==> config.mk <==
export PLATFORM = sky130hd
export DESIGN_NAME = dm_bank
export DESIGN_NICKNAME = d
export VERILOG_FILES = /design/src/rtl/dm_pkg.sv /design/src/rtl/dm_addr_dec.sv /design/src/rtl/dm_pin_cell.sv /design/src/rtl/dm_port_read.sv /design/src/rtl/dm_bank.sv
export SDC_FILE = /design/constraint.sdc
export NUM_CORES = 1
export LEC_CHECK = 0
export ABC_AREA = 1
export ABC_CLOCK_PERIOD_IN_PS = 1910
export CAP_MARGIN = 10
export CORE_MARGIN = 4
export CORE_UTILIZATION = 25
export CTS_BUF_LIST = sky130_fd_sc_hd__clkbuf_8
export DETAILED_ROUTE_END_ITERATION = 16
export PLACE_DENSITY = 0.42
export SLEW_MARGIN = 0
export SYNTH_ARGS = -nofsm -noshare
export SYNTH_HDL_FRONTEND = slang
export SYNTH_SLANG_ARGS = --single-unit
==> constraint.sdc <==
create_clock -name clk -period 1.91 [get_ports clk]
set_input_delay 0.2865 -clock clk [delete_from_list [all_inputs] [get_ports clk]]
set_output_delay 0.2865 -clock clk [all_outputs]
set_load 0.02 [all_outputs]
==> src/rtl/dm_pkg.sv <==
package dm_pkg;
  localparam int MODE_W    = 3;
  localparam int NUM_MODES = 7;

  typedef enum logic [MODE_W-1:0] {
    MODE_PULLUP = 3'd0,
    MODE_PULLDN = 3'd1,
    MODE_ODHI   = 3'd2,
    MODE_ODLO   = 3'd3,
    MODE_STRONG = 3'd4,
    MODE_SLOW   = 3'd5,
    MODE_HIZ    = 3'd6
  } drv_mode_e;
endpackage

==> src/rtl/dm_addr_dec.sv <==
module dm_addr_dec #(
  parameter int ADDR_W = 8,
  parameter logic [ADDR_W-1:0] SEL_ADDR  = 8'h18,
  parameter logic [ADDR_W-1:0] MODE_BASE = 8'h1D
) (
  input  logic [ADDR_W-1:0]          addr,
  output logic                       hit_sel,
  output logic                       hit_mode,
  output logic [dm_pkg::MODE_W-1:0]  mode_idx
);
  import dm_pkg::*;

  logic [ADDR_W-1:0] offset;

  always_comb begin
    offset   = addr - MODE_BASE;
    hit_sel  = (addr == SEL_ADDR);
    hit_mode = (addr >= MODE_BASE) && (offset < ADDR_W'(NUM_MODES));
    mode_idx = offset[MODE_W-1:0];
  end
endmodule

==> src/rtl/dm_pin_cell.sv <==
module dm_pin_cell (
  input  logic                       clk,
  input  logic                       rst_n,
  input  logic                       set_en,
  input  logic [dm_pkg::MODE_W-1:0]  set_code,
  output logic [dm_pkg::MODE_W-1:0]  code
);
  import dm_pkg::*;

  always_ff @(posedge clk or negedge rst_n) begin
    if (!rst_n)
      code <= MODE_PULLUP;
    else if (set_en)
      code <= set_code;
  end
endmodule

==> src/rtl/dm_port_read.sv <==
module dm_port_read #(
  parameter int PORT_W = 8
) (
  input  logic [PORT_W*dm_pkg::MODE_W-1:0] codes,
  input  logic [dm_pkg::MODE_W-1:0]        mode_idx,
  output logic [PORT_W-1:0]                bits
);
  import dm_pkg::*;

  for (genvar i = 0; i < PORT_W; i++) begin : g_bit
    assign bits[i] = (codes[i*MODE_W +: MODE_W] == mode_idx);
  end
endmodule

==> src/rtl/dm_bank.sv <==
module dm_bank #(
  parameter int NUM_PORTS = 3,
  parameter int PORT_W    = 8,
  parameter int ADDR_W    = 8,
  parameter logic [ADDR_W-1:0] SEL_ADDR  = 8'h18,
  parameter logic [ADDR_W-1:0] MODE_BASE = 8'h1D
) (
  input  logic                                  clk,
  input  logic                                  rst_n,
  input  logic                                  wr_en,
  input  logic [ADDR_W-1:0]                     wr_addr,
  input  logic [PORT_W-1:0]                     wr_data,
  input  logic                                  rd_en,
  input  logic [ADDR_W-1:0]                     rd_addr,
  output logic [PORT_W-1:0]                     rd_data,
  output logic                                  rd_valid,
  output logic [NUM_PORTS*PORT_W*dm_pkg::MODE_W-1:0] pin_mode
);
  import dm_pkg::*;

  localparam int PORT_BITS = PORT_W * MODE_W;
  localparam int NUM_PINS  = NUM_PORTS * PORT_W;

  logic [PORT_W-1:0] sel_q;
  logic              sel_ok;

  logic              w_hit_sel, w_hit_mode;
  logic [MODE_W-1:0] w_idx;
  logic              r_hit_sel, r_hit_mode;
  logic [MODE_W-1:0] r_idx;

  logic [PORT_BITS-1:0] sel_codes;
  logic [PORT_W-1:0]    sel_bits;
  logic [PORT_W-1:0]    rd_next;

  dm_addr_dec #(.ADDR_W(ADDR_W), .SEL_ADDR(SEL_ADDR), .MODE_BASE(MODE_BASE)) u_wdec (
    .addr(wr_addr), .hit_sel(w_hit_sel), .hit_mode(w_hit_mode), .mode_idx(w_idx)
  );

  dm_addr_dec #(.ADDR_W(ADDR_W), .SEL_ADDR(SEL_ADDR), .MODE_BASE(MODE_BASE)) u_rdec (
    .addr(rd_addr), .hit_sel(r_hit_sel), .hit_mode(r_hit_mode), .mode_idx(r_idx)
  );

  assign sel_ok = (32'(sel_q) < NUM_PORTS);

  always_ff @(posedge clk or negedge rst_n) begin
    if (!rst_n)
      sel_q <= '0;
    else if (wr_en && w_hit_sel)
      sel_q <= wr_data;
  end

  for (genvar p = 0; p < NUM_PORTS; p++) begin : g_port
    logic port_wr;
    assign port_wr = wr_en && w_hit_mode && sel_ok && (32'(sel_q) == p);
    for (genvar i = 0; i < PORT_W; i++) begin : g_pin
      dm_pin_cell u_cell (
        .clk      (clk),
        .rst_n    (rst_n),
        .set_en   (port_wr && wr_data[i]),
        .set_code (w_idx),
        .code     (pin_mode[(p*PORT_W+i)*MODE_W +: MODE_W])
      );
    end
  end

  always_comb begin
    sel_codes = '0;
    for (int p = 0; p < NUM_PORTS; p++) begin
      if (32'(sel_q) == p)
        sel_codes = pin_mode[p*PORT_BITS +: PORT_BITS];
    end
  end

  dm_port_read #(.PORT_W(PORT_W)) u_read (
    .codes(sel_codes), .mode_idx(r_idx), .bits(sel_bits)
  );

  always_comb begin
    if (r_hit_sel)
      rd_next = sel_q;
    else if (r_hit_mode && sel_ok)
      rd_next = sel_bits;
    else
      rd_next = '0;
  end

  always_ff @(posedge clk or negedge rst_n) begin
    if (!rst_n) begin
      rd_data  <= '0;
      rd_valid <= 1'b0;
    end else begin
      rd_valid <= rd_en;
      if (rd_en)
        rd_data <= rd_next;
    end
  end

  initial begin
    if (NUM_PINS < 1 || NUM_PORTS > 8)
      $error("dm_bank: NUM_PORTS must be 1..8");
  end
endmodule

After elaboration in Yosys (flattened, before gate mapping)
Cells that the tools add are included.
- $add $sub $neg: 2
- $lt $le $gt $ge: 5
- equal/unequal tests: 12
- mux-type cells: 5
- reductions and logical operators: 34
- operators with widths (cell ; number):
    2-to-1 mux 24 bit ; 3
    logical AND 1 bit ; 33
    == test 3 bit ; 8
    == test 8 x 5 -> 1 bit (second input constant) ; 2
    >= comparator 8 x 5 -> 1 bit (second input constant) ; 2
    < comparator 8 x 3 -> 1 bit (second input constant) ; 2
    2-to-1 mux 8 bit ; 2
    subtractor 8 x 5 -> 8 bit (second input constant) ; 2
    == test 8 x 1 -> 1 bit (second input constant) ; 1
    == test 8 x 2 -> 1 bit (second input constant) ; 1
    zero test 8 bit ; 1
    < comparator 8 x 2 -> 1 bit (second input constant) ; 1
- flip-flop bits (word level): 89
- input bits: 28

Longest topological paths before layout
- depth in word-level cells: 7
- gate-level depth with buffers: 13

By module
From an unflattened synthesis, not the netlist that was laid out.
- cells, all modules: 699
- area, all modules: 4964.8 µm²
- by module, submodules not included (module ; instances ; cells each ; area each (µm²)):
    dm_pin_cell ; 24 ; 13 ; 112.6
    dm_bank ; 1 ; 253 ; 1542.7
    dm_port_read ; 1 ; 68 ; 379.1
    dm_addr_dec ; 2 ; 33 ; 170.2

Worst setup path after synthesis
Ideal clock, no wire load.
- path type: input to register
- start point: input port wr_addr[0]
- end point: register sel_q[5]
- library setup time: 118 ps
- arrival time: 1822 ps
- data required time: 1792 ps
- path slack: -29 ps
- stages on the path: 9
- buffers on the path: 2
- path through: inv_2 > clkbuf_1 > ha_1 > nand3b_1 > nor3_1 > buf_2 > nor2_1 > a21oi_1 > inv_1
- word-level cells in the longest chain between the ends: 2
- ends and longest elaborated chain (element ; line ; RTL):
    start: declaration ; dm_bank.sv:11 ; input logic [ADDR_W-1:0] wr_addr,
    == test 8 x 5 -> 1 bit ; dm_addr_dec.sv:17 ; hit_sel = (addr == SEL_ADDR);
    logical AND 1 bit ; dm_bank.sv:49 ; else if (wr_en && w_hit_sel)
    end signal: assignment ; dm_bank.sv:50 ; sel_q <= wr_data;
    end: declaration ; dm_bank.sv:24 ; logic [PORT_W-1:0] sel_q;
Every way passes these cells.
A chain may end at the register's enable or synchronous reset.

Worst setup path after layout
- start point: register sel_q[2]
- end point: register g_port[1].g_pin[6].u_cell.code[2] (netlist name)
- word-level cells in the longest chain between the ends: 4
- elaborated cells on any way between the ends: 5
- those cells by class: order compare (1); eq/ne (1); reduce/logical (3)
- ends and longest elaborated chain (element ; line ; RTL):
    < comparator 8 x 2 -> 1 bit ; dm_bank.sv:44 ; assign sel_ok = (32'(sel_q) < NUM_PORTS);
    logical AND 1 bit ; dm_bank.sv:55 ; assign port_wr = wr_en && w_hit_mode && sel_ok && (32'(sel_q) == p);
    logical AND 1 bit (*) ; dm_bank.sv:55 ;
    logical AND 1 bit (*) ; dm_bank.sv:60 ; .set_en (port_wr && wr_data[i]),
    end signal: assignment ; dm_pin_cell.sv:14 ; code <= set_code;
    end: declaration ; dm_pin_cell.sv:6 ; output logic [dm_pkg::MODE_W-1:0] code
Every way passes the cells marked *; elsewhere a longest branch is shown, timed or not.

==> impl_metrics.json <==
{
  "finish.utilization": 0.368,
  "pre_cts_slack_ns": -0.355,
  "p_leak_nw": 3.50,
  "fin_ws_ns": 0.0692,
  "rows": 51,
  "cts.htree.levels": 3,
  "layout-drive-gt1-share": 0.134,
  "dp_hpwl_mm": 12.8,
  "initial_core_util": 0.254,
  "grt_pass1_wl_mm": 29.9,
  "area_growth_pct": 44.5,
  "first_iter_violations": 363,
  "skew_ns": 0.0155,
  "dieHeight_um": 149,
  "r2r-end": "g_port[1].g_pin[6].u_cell.code[2]",
  "clk_pin_slew_ns": 0.10,
  "vias": 5179,
  "dr.pass1.iters": 7,
  "crit_type": "reg2reg",
  "portBuffers": 108,
  "final_max_slew_viol_count": 0,
  "syn-num-nets": 736,
  "wl_per_cell_um": 17.9,
  "yosys_register_bits": 89,
  "wl_mm": 19.7,
  "maxCapViolCount": 0,
  "via_per_inst": 4.71,
  "cp_max_fo": 16,
  "synth_edf_count": 0,
  "synth-main-ff-cell": "dfrtp_1",
  "grt_setup_unrepaired": "true",
  "crit_arrival_ns": 2.10,
  "hold_ws_ns": 0.500,
  "finalSetupViolations": 0,
  "syn-cell-area_mm2": 0.00497,
  "ys_seq_area_frac": 0.448,
  "fp.dieW_um": 149,
  "fin_nets": 861,
  "tritoncts": "built",
  "final_cell_area_mm2": 0.00718,
  "clock-sinks": 89,
  "clockBufferDepth": 2,
  "layout_common_cells": "nand2_1, clkdlybuf4s50_1, dfrtp_1, nand3_1, o21ai_1",
  "min_path_type": "in2async",
  "clock.fmax_ghz": 0.543,
  "vdd_ir_drop_max_mv": 0.246,
  "worst_pin_slew_ns": 0.651,
  "power_w": 0.00389,
  "fin_crit_sh": 0.964,
  "run_status": "completed",
  "ant_nets": 0,
  "dpl_cell_area_mm2": 0.00660,
  "power.density_mw_per_mm2": 541,
  "startpoint_type": "flip-flop",
  "die_area_mm2": 0.0222,
  "diodes": 0,
  "design.core.area_mm2": 0.0195,
  "clock-root-buffer": "clkbuf_8",
  "grt_max_degree": 90,
  "fillers": 2067,
  "rrSetupSlack_ns": 0.07,
  "min_period_ns": 1.84,
  "cp_data_required_time_ns": 2.17,
  "globalRouteTotalUtil": 0.175,
  "r2r_start": "sel_q[2]",
  "end_kind": "flip-flop",
  "yosysWarnings": 0,
  "yosys.cell_types.count": 21,
  "io-pin-count": 109,
  "hold_viol": 0,
  "rr_worst_depth": 10,
  "antenna_found_initial": 0,
  "cts_buffers": 9,
  "drc": 0,
  "clock_latency_ns": 0.38,
  "avgSynthCellArea_um2": 7.05,
  "final_common_cell": "nand2_1",
  "first_global_vias": 5077,
  "gp_congestion": 0.833,
  "postSynthCellCount": 705,
  "async_flop_share": 1.00,
  "relSlewSlack": 0.564,
  "grt_overflow": 0
}
state kept, by name, summed over array words and instances, names as in the netlist:
| signal | cells |
|---|---|
| rd_valid | 1 |
| sel_q | 8 |
| rd_data | 8 |
| g_port.g_pin.u_cell.code | 72 |
metal layers:
layer | routed length, um | track usage
met5 | 0 | 0
met4 | 544 | 0.0517
met3 | 994 | 0.0346
met2 | 8820 | 0.267
met1 | 9340 | 0.250
power breakdown:
part / internal (W) / switching, W
sequential: 0.00191 / 0.0000191
clock: 0.000719 / 0.000725
combinational: 0.000185 / 0.000331
total: 0.00281 / 0.00107
cell families after synthesis:
family / Yosys count / synth area share
xor+xnor: 2 / 0.00353
simple gates: 420 / 0.363
fa+ha+maj: 3 / 0.00756
compound gates: 103 / 0.104
buf+inv: 88 / 0.0740
flops: 89 / 0.448
metrics by stage:
stage / TNS (ns) / std cells
floorplan: 0 / 705
global placement: -18.49 / 1077
detailed placement: -20.46 / 1077
CTS: 0 / 1094
global route: -3.12 / 1100
finish: 0 / 1100
worst max-delay path by stage:
stage	startpoint	endpoint	slack, ns
2_1_floorplan	wr_addr[0]	sel_q[5]	0.13
3_3_place_gp	rd_addr[0]	rd_data[3]	-0.36
3_5_place_dp	rd_addr[0]	rd_data[3]	-0.36
4_1_cts	sel_q[6]	g_port[2].g_pin[0].u_cell.code[0]	0.01
5_1_grt	sel_q[3]	g_port[2].g_pin[2].u_cell.code[0]	-0.09
6_report	sel_q[2]	g_port[1].g_pin[6].u_cell.code[2]	0.07
Yosys cell counts (2+ instances only):
library cell	number	area share
a21oi_1	18	0.018
buf_2	9	0.0091
buf_6	3	0.0068
clkbuf_1	25	0.019
dfrtp_1	89	0.45
ha_1	3	0.0076
inv_1	49	0.037
nand2_1	242	0.18
nand3_1	74	0.075
nand4_1	21	0.026
nor2_1	65	0.049
nor2_2	9	0.011
nor2_4	6	0.014
o21ai_0	84	0.085
xnor2_1	2	0.0035
critical path, cell delays in order, from the launching register on:
cell	delay (ns)
dfrtp_1	0.41
nor2_2	0.13
o21ai_2	0.08
nor2_2	0.14
nand2_1	0.08
nor3b_2	0.25
buf_4	0.17
nand2_2	0.09
buf_12	0.17
o21ai_0	0.14
nand2_1	0.07
timing repair:
item	4_1_cts	5_1_grt
hold endpoints to repair	89	0
hold buffers	1	0
gates resized for setup	0	137
setup buffers	0	1
setup endpoints to repair	0	80
cell type report:
| class | count | area (um^2) | share of cell area |
|---|---|---|---|
| Tap cell | 265 | 332 | 0.0462 |
| Multi-Input combinational cell | 528 | 2600 | 0.362 |
| Timing Repair Buffer | 152 | 1630 | 0.226 |
| Clock buffer | 9 | 124 | 0.0172 |
| Sequential cell | 89 | 2230 | 0.310 |
| Clock inverter | 7 | 80.1 | 0.0111 |
| Inverter | 50 | 191 | 0.0267 |
No activity file was read; power rests on OpenSTA's default activity.
